## src/rtl/sprite_dma_addr.sv

```systemverilog
module sprite_dma_addr (
  input  logic        clk,
  input  logic        rst_n,
  input  logic        cpu_wr,
  input  logic        cpu_sel,
  input  logic [7:0]  cpu_wdata,
  input  logic        line_start,
  input  logic [7:0]  line_num,
  output logic        mem_req,
  output logic [15:0] mem_addr,
  input  logic        mem_gnt,
  input  logic [7:0]  mem_rdata,
  output logic [7:0]  gfx_data,
  output logic [4:0]  gfx_stb,
  output logic [1:0]  pf_width,
  output logic        dlist_en
);
  localparam logic [2:0] SEL_MISSILE = 3'd3;
  localparam logic [2:0] SEL_LAST    = 3'd7;

  logic [7:0] ctrl_q, base_q, line_q;
  logic [2:0] sel;
  logic       busy;

  wire missile_en = ctrl_q[2];
  wire player_en  = ctrl_q[3];
  wire single     = ctrl_q[4];

  assign pf_width = ctrl_q[1:0];
  assign dlist_en = ctrl_q[5];
  assign mem_req  = busy;
  assign mem_addr = single ? {base_q[7:3], sel, line_q}
                           : {base_q[7:2], sel, line_q[7:1]};

  always_ff @(posedge clk) begin
    if (!rst_n) begin
      ctrl_q   <= '0;
      base_q   <= '0;
      line_q   <= '0;
      sel      <= SEL_MISSILE;
      busy     <= 1'b0;
      gfx_data <= '0;
      gfx_stb  <= '0;
    end else begin
      if (cpu_wr) begin
        if (cpu_sel) base_q <= cpu_wdata;
        else         ctrl_q <= cpu_wdata;
      end
      gfx_stb <= '0;
      if (!busy) begin
        if (line_start && (missile_en || player_en)) begin
          busy   <= 1'b1;
          line_q <= line_num;
          sel    <= missile_en ? SEL_MISSILE : 3'd4;
        end
      end else if (mem_gnt) begin
        gfx_data <= mem_rdata;
        gfx_stb  <= 5'b00001 << (sel - SEL_MISSILE);
        if (sel == SEL_LAST || (sel == SEL_MISSILE && !player_en))
          busy <= 1'b0;
        else
          sel <= sel + 3'd1;
      end
    end
  end

  AST_REQ_HOLD: assert property (@(posedge clk) disable iff (!rst_n)
    mem_req && !mem_gnt && !cpu_wr |=> mem_req && $stable(mem_addr));

  AST_STB_ONEHOT: assert property (@(posedge clk) disable iff (!rst_n)
    $onehot0(gfx_stb));

  AST_STB_AFTER_GNT: assert property (@(posedge clk) disable iff (!rst_n)
    mem_req && mem_gnt |=> gfx_stb != 5'b0);

  AST_NO_STRAY_STB: assert property (@(posedge clk) disable iff (!rst_n)
    gfx_stb != 5'b0 |-> $past(mem_req && mem_gnt));

  AST_MISSILE_FIRST: assert property (@(posedge clk) disable iff (!rst_n)
    $rose(mem_req) && ctrl_q[2] && !ctrl_q[4] && !$past(cpu_wr) |-> mem_addr[9:7] == 3'd3);

  AST_IDLE_WITHOUT_ENABLE: assert property (@(posedge clk) disable iff (!rst_n)
    !mem_req && !ctrl_q[2] && !ctrl_q[3] && !cpu_wr |=> !mem_req);
endmodule

```

## config.mk

```make
export PLATFORM = sky130hd
export DESIGN_NAME = sprite_dma_addr
export DESIGN_NICKNAME = d
export VERILOG_FILES = /design/src/rtl/sprite_dma_addr.sv
export SDC_FILE = /design/constraint.sdc
export NUM_CORES = 1
export LEC_CHECK = 0
export BUFFER_PORTS_ARGS = -buffer_cell sky130_fd_sc_hd__clkbuf_2
export CAP_MARGIN = 25
export CORE_MARGIN = 2
export CORE_UTILIZATION = 52
export CTS_CLUSTER_DIAMETER = 30
export DETAILED_ROUTE_END_ITERATION = 7
export MAX_ROUTING_LAYER = met4
export PLACE_DENSITY = 0.87
export RECOVER_POWER = 100
export SLEW_MARGIN = 25
export SYNTH_ARGS = -nofsm -noshare
export SYNTH_HDL_FRONTEND = slang
export SYNTH_SLANG_ARGS = --single-unit
```

## constraint.sdc

```tcl
create_clock -name clk -period 3.69 [get_ports clk]
set_clock_uncertainty 0.15 [all_clocks]
set_input_delay 0.738 -clock clk [delete_from_list [all_inputs] [get_ports clk]]
set_output_delay 0.738 -clock clk [all_outputs]
set_load 0.1 [all_outputs]
```

**Word-level counts from Yosys, hierarchy flattened**

Cells that the tools add are included.
Widths: inputs -> output; s select.

- Bits in registers: 39
- Logic and storage cells: 38

- $add $sub $neg: 2
- Equality and inequality tests: 4
- Shift-type cells: 1
- Multiplexer cells: 10
- Bitwise gates (word level): 2
- Reductions and logical operators: 12

Operators by type and width:

| operator | count |
|---|---|
| $mux 3 | 5 |
| $mux 11 | 1 |
| $reduce_and 2->1 | 4 |
| $reduce_and 3->1 | 2 |
| $shl 1x3->5 const A | 1 |
| $mux 1 | 4 |
| $ne 2x2->1 const B | 2 |
| $add 3x1->3 const B | 1 |
| $eq 3x2->1 const B | 1 |
| $eq 3x3->1 const B | 1 |
| $sub 3x2->3 const B | 1 |
| $logic_and 1x1->1 | 2 |
| $logic_or 1x1->1 | 2 |
| $not 1->1 | 2 |
| $reduce_bool 2->1 | 1 |
| $logic_not 1->1 | 1 |

**Logic depth before layout (Yosys ltp)**

Gate-level depths: netlist of run 1.

- Depth after elaboration: 6
- Gate-level depth with buffers: 6
- Gate-level depth less buffers: 6

**Worst setup path after synthesis of run 1**

Ideal clock, no wire load.

- Kind: reg2out
- From: register ctrl_q[4]
- To: output port mem_addr[9]
- Arrival time: 2.625 ns
- Required time: 2.802 ns
- Path slack: 0.177 ns
- Cell stages (with the launch flop): 3
- Path buffers: 1
- Cells stage by stage: dfxtp_1 -> buf_2 -> o21ai_0

- Word-level cells in the longest chain between the ends: 1

Ends and longest elaborated chain:

| what | RTL line | source |
|---|---|---|
| start: declaration | 21 | `logic [7:0] ctrl_q, base_q, line_q;` |
| start signal: assignment | 47 | `else ctrl_q <= cpu_wdata;` |
| $mux 11 | 32 | `assign mem_addr = single ? {base_q[7:3], sel, line_q}` |
| end: declaration | 10 | `output logic [15:0] mem_addr,` |

Every way passes these cells.

**Worst setup path in the final report of run 1**

- From: register ctrl_q[4]
- To: output port mem_addr[10]

The elaborated chain is that of the path after synthesis.

==> impl_metrics.ini, run 1 <==
[global_route]
grt_max_degree = 35
overflow = 0
grt_pass1_wl_um = 4960
grt_usage = 0.183
grt_antenna_before_repair = 0
first_global_vias = 1190

[cts]
cts_buffers = 5
post_cts_buffers = 0
clk_latency_ns = 0.33
cts_sinks = 37
path_clk_slew_ns = 0.10
hold_buffers = 0
cts_tree = built
htreeDepth = 2
cts_buffer_depth = 2
post_cts_resized = 0
cts_root_buf = clkbuf_4

[route]
drc = 0
vias = 1346
routedWlPerCell_um = 11.6
wl_um = 3180
drtAntennaViolNets = 0
drtPass1Iterations = 4
initialDrtViolationCount = 44
viasPerCell = 4.89

[synth]
yosysTopAreaCell = dfxtp_1
yosysSeqAreaShare = 0.431
synth.most_common_cell = dfxtp_1
synth.avg_cell_area_um2 = 9.64
synthFlopType = dfxtp_1
synthTopCellsByCount = dfxtp_1 (37), nand2_1 (28), a21boi_0 (15), nor2b_1 (15), mux2i_1 (12)
synth_async_sr_flop_share = 0
ys_ff_latch = 37
synthTopCellsByArea = dfxtp_1 (43%), mux2i_1 (7.0%), a21boi_0 (6.6%), mux2_2 (6.6%), nand2_1 (6.1%)
synth-edff-count = 0
syn_area_um2 = 1720
yosys_warnings = 0
syn_inst = 178
yosys.area.top_type_share = 0.431
synth_cell_types = 30
synthesis.nets = 212

[die]
ios = 63
design.die.area_um2 = 3780
core_region_area_um2 = 3100
start_util = 0.553
die_x_um = 61.5
die_height_um = 61.5
rows = 20

[worst_setup_path]
rr_endpoint = sel[2]
cp-end-kind = output port
crit_chain = mux2_2 > clkbuf_1
cp_max_fo = 13
cpPeakStageDelay_ns = 0.87
crit_arrival_ns = 2.12
crit_slowest_cell = clkbuf_1
r2r-start = sel[0]
cp-start-kind = flip-flop
r2r_setup_slack_ns = 1.59
required_ns = 2.80
crit_type = flip-flop to output port
worstSetupStartpoint = ctrl_q[4]
r2r_cells = 6

[sta]
setup_violations = 0
period_share = 0.814
fin_setup_tns_ns = 0
slew_viol_final = 0
tightest_slew_ns = 1.19
rsz0062_at_grt = no
hold_viol_final = 0
fmax_mhz = 333
fin_hold_ws_ns = 0.321
relSlewSlack = 0.212
period_needed_ns = 3.00

[run]
cap_violations = 0

[final_layout]
drive_above_1_share = 0.203
diodes = 0
stdcell_area_um2 = 1970
finalNetCount = 264
fillers = 332
utilization = 0.635
area_growth_pct = 14.8

[placed_design]
port_buffers = 62
gp_congestion = 0.822
place_area_um2 = 1960
hpwl_um = 2360

[hold_path]
whs_path_depth = 2
hold_end = gfx_data[0]
hp-class = flip-flop to flip-flop
hold_start = gfx_data[0]

[power_and_ir_drop]
vdd_drop_max_mv = 0.327
power_density_nw_per_um2 = 472
power_uw = 931
p_leak_uw = 0.000819

[status]
status = completed
cells in the final DEF, fill, tap and decap left out, types with 5 or more instances in the layout:
| master | n |
|---|---|
| nand3_1 | 6 |
| clkbuf_2 | 27 |
| mux2_2 | 10 |
| clkbuf_4 | 5 |
| nand2_1 | 29 |
| a21boi_0 | 15 |
| nor2b_1 | 15 |
| clkbuf_1 | 36 |
| dfxtp_1 | 37 |
| mux2i_1 | 12 |
| nor2_1 | 6 |
worst max-delay path by stage:
| stage | end | slack (ns) | cells after the start |
|---|---|---|---|
| global placement | ctrl_q[3] | 1.42 | 4 |
| CTS | mem_addr[6] | 1.02 | 2 |
| global route | mem_addr[6] | 0.59 | 2 |
| floorplan | mem_addr[9] | 0.18 | 2 |
| finish | mem_addr[10] | 0.69 | 2 |
| detailed placement | mem_addr[6] | 1.40 | 2 |
critical path, delay by kind of cell, from the launching register on:
| kind | cells | cell delay [ns] |
|---|---|---|
| buffers and inverters | 1 | 0.87 |
| flip-flops | 1 | 0.65 |
| multiplexers | 1 | 0.26 |
registers in the layout, indices dropped and copies added, names as in the netlist:
signal,flops
gfx_data,8
line_q,8
base_q,6
ctrl_q,6
gfx_stb,5
sel,3
mem_req,1
per-layer routing:
metal	wire [µm]	track usage	part of all wire	vias up
li1	-	-	-	694
met1	1510	0.196	0.47	597
met2	1410	0.321	0.44	52
met3	234	0.0714	0.074	3
met4	25	0.0365	0.0079	0
met5	0	-	0	-
cells by family after synthesis:
logic type	count (synthesis)	share of synthesized area
mux	23	0.142
fa+ha+maj	4	0.0292
compound gates	27	0.118
simple gates	68	0.203
buf+inv	19	0.0765
flops	37	0.431
through the flow:
| stage | setup slack (ns) | cells |
|---|---|---|
| finish | 0.686 | 275 |
| floorplan | 0.177 | 178 |
| detailed placement | 1.40 | 267 |
| global placement | 1.42 | 267 |
| CTS | 1.02 | 275 |
| global route | 0.593 | 275 |
final cells by class:
class / count / area [µm²] / share of cell area
multi-input combinational: 122 / 816 / 0.414
clock inverter: 1 / 30.0 / 0.0152
inverter: 2 / 7.51 / 0.00381
sequential: 37 / 741 / 0.376
clock buffer: 7 / 55.1 / 0.0279
tap: 44 / 55.1 / 0.0279
timing repair buffer: 62 / 267 / 0.135
where the power goes:
group          internal (µW)  switching (µW)
clock                    162             126
sequential               415            16.7
combinational           53.7             157
total                    630             300
(Power assumes the default switching activity.)
==> run 2, diff against run 1 <==
--- a/config.mk
+++ b/config.mk
@@ -8,11 +8,11 @@
 export BUFFER_PORTS_ARGS = -buffer_cell sky130_fd_sc_hd__clkbuf_2
 export CAP_MARGIN = 25
 export CORE_MARGIN = 2
-export CORE_UTILIZATION = 52
+export CORE_UTILIZATION = 44
 export CTS_CLUSTER_DIAMETER = 30
 export DETAILED_ROUTE_END_ITERATION = 7
 export MAX_ROUTING_LAYER = met4
-export PLACE_DENSITY = 0.87
+export PLACE_DENSITY = 0.79
 export RECOVER_POWER = 100
 export SLEW_MARGIN = 25
 export SYNTH_ARGS = -nofsm -noshare
==> constraint.sdc (replaced) <==
create_clock -name clk -period 2.5 [get_ports clk]
set_clock_uncertainty 0.15 [all_clocks]
set_input_delay 0.5 -clock clk [delete_from_list [all_inputs] [get_ports clk]]
set_output_delay 0.5 -clock clk [all_outputs]
set_load 0.1 [all_outputs]
==> run 2 against run 1 <==
Against the previous run:
- global-route usage down 2.1 points
- non-clock buffer count up 1
- largest cell class unchanged
- power grew 67%
- critical path depth unchanged
- highest routed layer unchanged
- critical endpoint unchanged
- register-to-register slack worse by 1.2 ns
- hold slack worse by 0.036 ns
- sequential power is 48% higher
- wire length shrank 0.60%
- clock power is 110% higher
==> impl_metrics.ini, run 2 (synthesized netlist as in run 1, its figures left out) <==
[status]
status = completed

[global_route]
grt_antenna_before_repair = 0
grtUsageMet2 = 0.246
busiest_layer = met2
grt_max_degree = 35
grt_pass1_wl_um = 5230
first_global_vias = 1180
met1_usage = 0.189
use_met3 = 0.0524
grt_usage = 0.161
overflow = 0

[power_and_ir_drop]
power_density_nw_per_um2 = 761
clkPwrFrac = 0.390
intPower_uw = 1090
p_sw_uw = 467
power_uw = 1560
power_frac_seq = 0.408
vdd_drop_max_mv = 0.555
switching_share = 0.300
p_comb_frac = 0.202
p_leak_uw = 0.000890

[die]
rows = 22
die_x_um = 66.5
design.die.area_um2 = 4420
ios = 63
start_util = 0.462
core_region_area_um2 = 3720
die_height_um = 66.5

[route]
drtPass1Iterations = 4
routedWlPerCell_um = 11.3
drc = 0
wl_um = 3160
viasPerCell = 4.71
vias = 1320
drtAntennaViolNets = 0
initialDrtViolationCount = 34

[final_layout]
area_growth_pct = 19.3
final_cell_mix = clkbuf_2 (40), dfxtp_1 (37), nand2_1 (29)
finalNetCount = 265
top_regs = gfx_data x8, line_q x8
stdcell_count = 280
drive_above_1_share = 0.267
stdcell_area_um2 = 2050
fillers = 374
diodes = 0
final_common_cell = clkbuf_2

[sta]
tightest_slew_ns = 1.19
relSlewSlack = 0.210
fin_setup_tns_ns = 0
rsz0062_at_grt = no
hold_viol_final = 0
period_needed_ns = 2.35
fmax_mhz = 426
period_share = 0.939
slew_viol_final = 0
setup_violations = 0
fin_hold_ws_ns = 0.285

[hold_path]
hold_end = gfx_data[1]
whs_path_depth = 3
hp-class = input port to flip-flop
hold_start = mem_rdata[1]

[worst_setup_path]
rr_endpoint = sel[2]
cp_max_fo = 13
cpPeakStageDelay_ns = 0.63
critPathBufInv = 1
crit_slowest_cell = dfxtp_1
worstSetupStartpoint = ctrl_q[4]
required_ns = 1.85
crit_type = flip-flop to output port
r2r_setup_slack_ns = 0.41
crit_arrival_ns = 1.70
cp-start-kind = flip-flop
r2r_cells = 6
cpLargestDelayFamily = flip-flops
cp-end-kind = output port
crit_chain = mux2_2 > clkbuf_2
r2r-start = sel[0]

[cts]
cts_buffers = 5
hold_buffers = 0
cts_root_buf = clkbuf_8
cts_tree = built
htreeDepth = 2
post_cts_buffers = 0
clk_latency_ns = 0.29
cts_sinks = 37
path_clk_slew_ns = 0.07
cts_buffer_depth = 2
post_cts_resized = 0

[placed_design]
gp_congestion = 0.728
placed_cells = 272
place_area_um2 = 1970
port_buffers = 62
hpwl_um = 2290

[run]
cap_violations = 0
==> run 2: layout make-up <==
| class | instances | area (µm²) | share of cell area |
|---|---|---|---|
| clock buffer | 5 | 68.8 | 0.0336 |
| clock inverter | 3 | 65.1 | 0.0318 |
| sequential | 37 | 741 | 0.362 |
| tap | 48 | 60.1 | 0.0293 |
| inverter | 2 | 7.51 | 0.00367 |
| multi-input combinational | 122 | 816 | 0.398 |
| timing repair buffer | 63 | 290 | 0.142 |
==> run 2: how the worst max path moves through the flow <==
stage | end | slack, ns | depth (start not counted)
after floorplan | sel[2] | 0.42 | 5
after global placement | mem_addr[8] | 0.46 | 2
after detailed placement | mem_addr[10] | 0.41 | 2
after CTS | mem_addr[10] | 0.09 | 2
after global routing | mem_addr[10] | 0.06 | 2
final | mem_addr[10] | 0.15 | 2
==> run 2: worst reg2reg max path, cell delays in order (launching register included) <==
cell,delay (ns)
dfxtp_1,0.42
ha_1,0.27
ha_1,0.18
nor2b_1,0.14
o32ai_1,0.54
nor2_1,0.11
a21o_1,0.17
==> run 2: metrics by stage <==
stage                     utilization  setup WS (ns)
after CTS                       0.567         0.0929
after detailed placement        0.531          0.411
after global placement          0.531          0.460
after floorplan                     -          0.418
after global routing            0.551         0.0607
final                           0.551          0.151
==> run 2: power groups by stage <==
stage / clock (µW) / sequential, µW / combinational (µW)
6_report: 607 / 636 / 315
5_1_grt: 645 / 641 / 338
4_1_cts: 618 / 637 / 328
3_5_place_dp: 0 / 651 / 327
3_3_place_gp: 0 / 651 / 324
2_1_floorplan: 0 / 675 / 250
==> run 2: per-layer routing <==
metal	up-vias	share of wire
li1	692	-
met1	567	0.49
met2	53	0.40
met3	8	0.092
met4	0	0.015
met5	-	0
==> run 3, diff against run 2 <==
==> constraint.sdc (replaced) <==
create_clock -name clk -period 2.5 [get_ports clk]
set_clock_uncertainty 0.15 [all_clocks]
set_input_delay 0.375 -clock clk [delete_from_list [all_inputs] [get_ports clk]]
set_output_delay 0.375 -clock clk [all_outputs]
set_load 0.1 [all_outputs]
==> run 3 against run 2 <==
Against the previous run:
- cell area shrank 0.85%
- die area is the same
- combinational power is essentially flat
- clock power shrank 13%
- count of clock-buffer cells in the layout grew 2
- cell count is the same
- critical path depth is the same
- non-clock buffer count is the same
- critical path type unchanged
- critical endpoint unchanged
==> impl_metrics.ini, run 3 (synthesized netlist as in run 1, its figures left out) <==
[placed_design]
hpwl_um = 2300
post-place-ws_ns = 0.574
port_buffers = 62
place_area_um2 = 1970
gp_congestion = 0.740

[sta]
fin_hold_ws_ns = 0.170
slew_viol_final = 0
period_needed_ns = 2.22
setup_violations = 0
fmax_mhz = 450
relSlewSlack = 0.206
period_share = 0.889
layout_setup_ws_ns = 0.277
rsz0062_at_grt = no
fin_setup_tns_ns = 0
hold_viol_final = 0
tightest_slew_ns = 1.20

[worst_setup_path]
crit_type = flip-flop to output port
r2r-start = sel[0]
cp_max_fo = 13
cp-end-kind = output port
crit_slowest_cell = dfxtp_1
critPathBufInv = 1
cpLargestDelayFamily = flip-flops
cpPeakStageDelay_ns = 0.65
worstSetupStartpoint = ctrl_q[4]
required_ns = 1.98
crit_arrival_ns = 1.70
crit_chain = mux2_2 > clkbuf_2
cp-start-kind = flip-flop

[power_and_ir_drop]
power_density_nw_per_um2 = 729
p_leak_uw = 0.000879
switching_share = 0.310
p_comb_frac = 0.214
clkPwrFrac = 0.356
vdd_drop_max_mv = 0.333
power_frac_seq = 0.430
intPower_uw = 1020
p_sw_uw = 458

[route]
initialDrtViolationCount = 72
drc = 0
drtAntennaViolNets = 0
drtPass1Iterations = 4
viasPerCell = 4.74
wl_um = 3190
vias = 1328
routedWlPerCell_um = 11.4

[die]
core_region_area_um2 = 3720
rows = 22
die_x_um = 66.5
start_util = 0.462
design.die.area_um2 = 4420
ios = 63
die_height_um = 66.5

[run]
cap_violations = 0

[final_layout]
utilization = 0.546
finalNetCount = 265
final_common_cell = clkbuf_2
top_regs = gfx_data x8, line_q x8
final_cell_mix = clkbuf_2 (40), dfxtp_1 (37), nand2_1 (29)
fillers = 362
drive_above_1_share = 0.263
diodes = 0
stdcell_area_um2 = 2030
area_growth_pct = 18.3

[cts]
htreeDepth = 2
cts_root_buf = clkbuf_8
cts_buffer_depth = 2
post_cts_buffers = 0
clk_latency_ns = 0.28
cts_buffers = 5
cts_tree = built
hold_buffers = 0
cts_sinks = 37
path_clk_slew_ns = 0.07
post_cts_resized = 0

[hold_path]
hp-class = input port to flip-flop
hold_start = mem_rdata[5]

[global_route]
first_global_vias = 1172
overflow = 0
grt_pass1_wl_um = 5110
grt_max_degree = 35
grt_usage = 0.157
grt_antenna_before_repair = 0

[status]
status = completed
-- run 3: worst register-to-register path: stages (launching register included) --
cell and delay [ns]:
dfxtp_1 0.42, ha_1 0.27, ha_1 0.19, nor2b_1 0.15, o32ai_1 0.51, nor2_1 0.10
a21o_1 0.17
-- run 3: layout make-up --
cell class,instances,area [µm²],share of cell area
clock inverter,1,30.0,0.0148
clock buffer,7,86.3,0.0425
multi-input combinational,122,816,0.402
inverter,2,7.51,0.00370
tap,48,60.1,0.0296
sequential,37,741,0.365
timing repair buffer,63,290,0.143
-- run 3: power groups by stage --
stage                     sequential (µW)  combinational [µW]  clock [µW]
final                                 637                 316         527
after detailed placement              650                 329           0
after global routing                  641                 340         564
after global placement                650                 323           0
after CTS                             637                 330         541
after floorplan                       675                 249           0
-- run 3: final timing paths --
path | end | slack, ns | cells past startpoint
worst max-delay path | mem_addr[10] | 0.28 | 2
worst min-delay path | gfx_data[5] | 0.17 | 3
worst max register to register | sel[2] | 0.43 | 6
worst min register to register | base_q[7] | 0.32 | 2
-- run 3: stage by stage --
stage / instances / power (µW)
6_report: 280 / 1480
5_1_grt: 280 / 1540
4_1_cts: 280 / 1510
3_5_place_dp: 272 / 980
3_3_place_gp: 272 / 973
2_1_floorplan: 178 / 924
-- run 3: metal layers --
layer	vias to the layer above	part of all wire	global-route usage
met5	-	0	-
li1	696	-	-
met4	0	0.013	0.0689
met1	577	0.50	0.186
met2	50	0.43	0.253
met3	5	0.061	0.0405
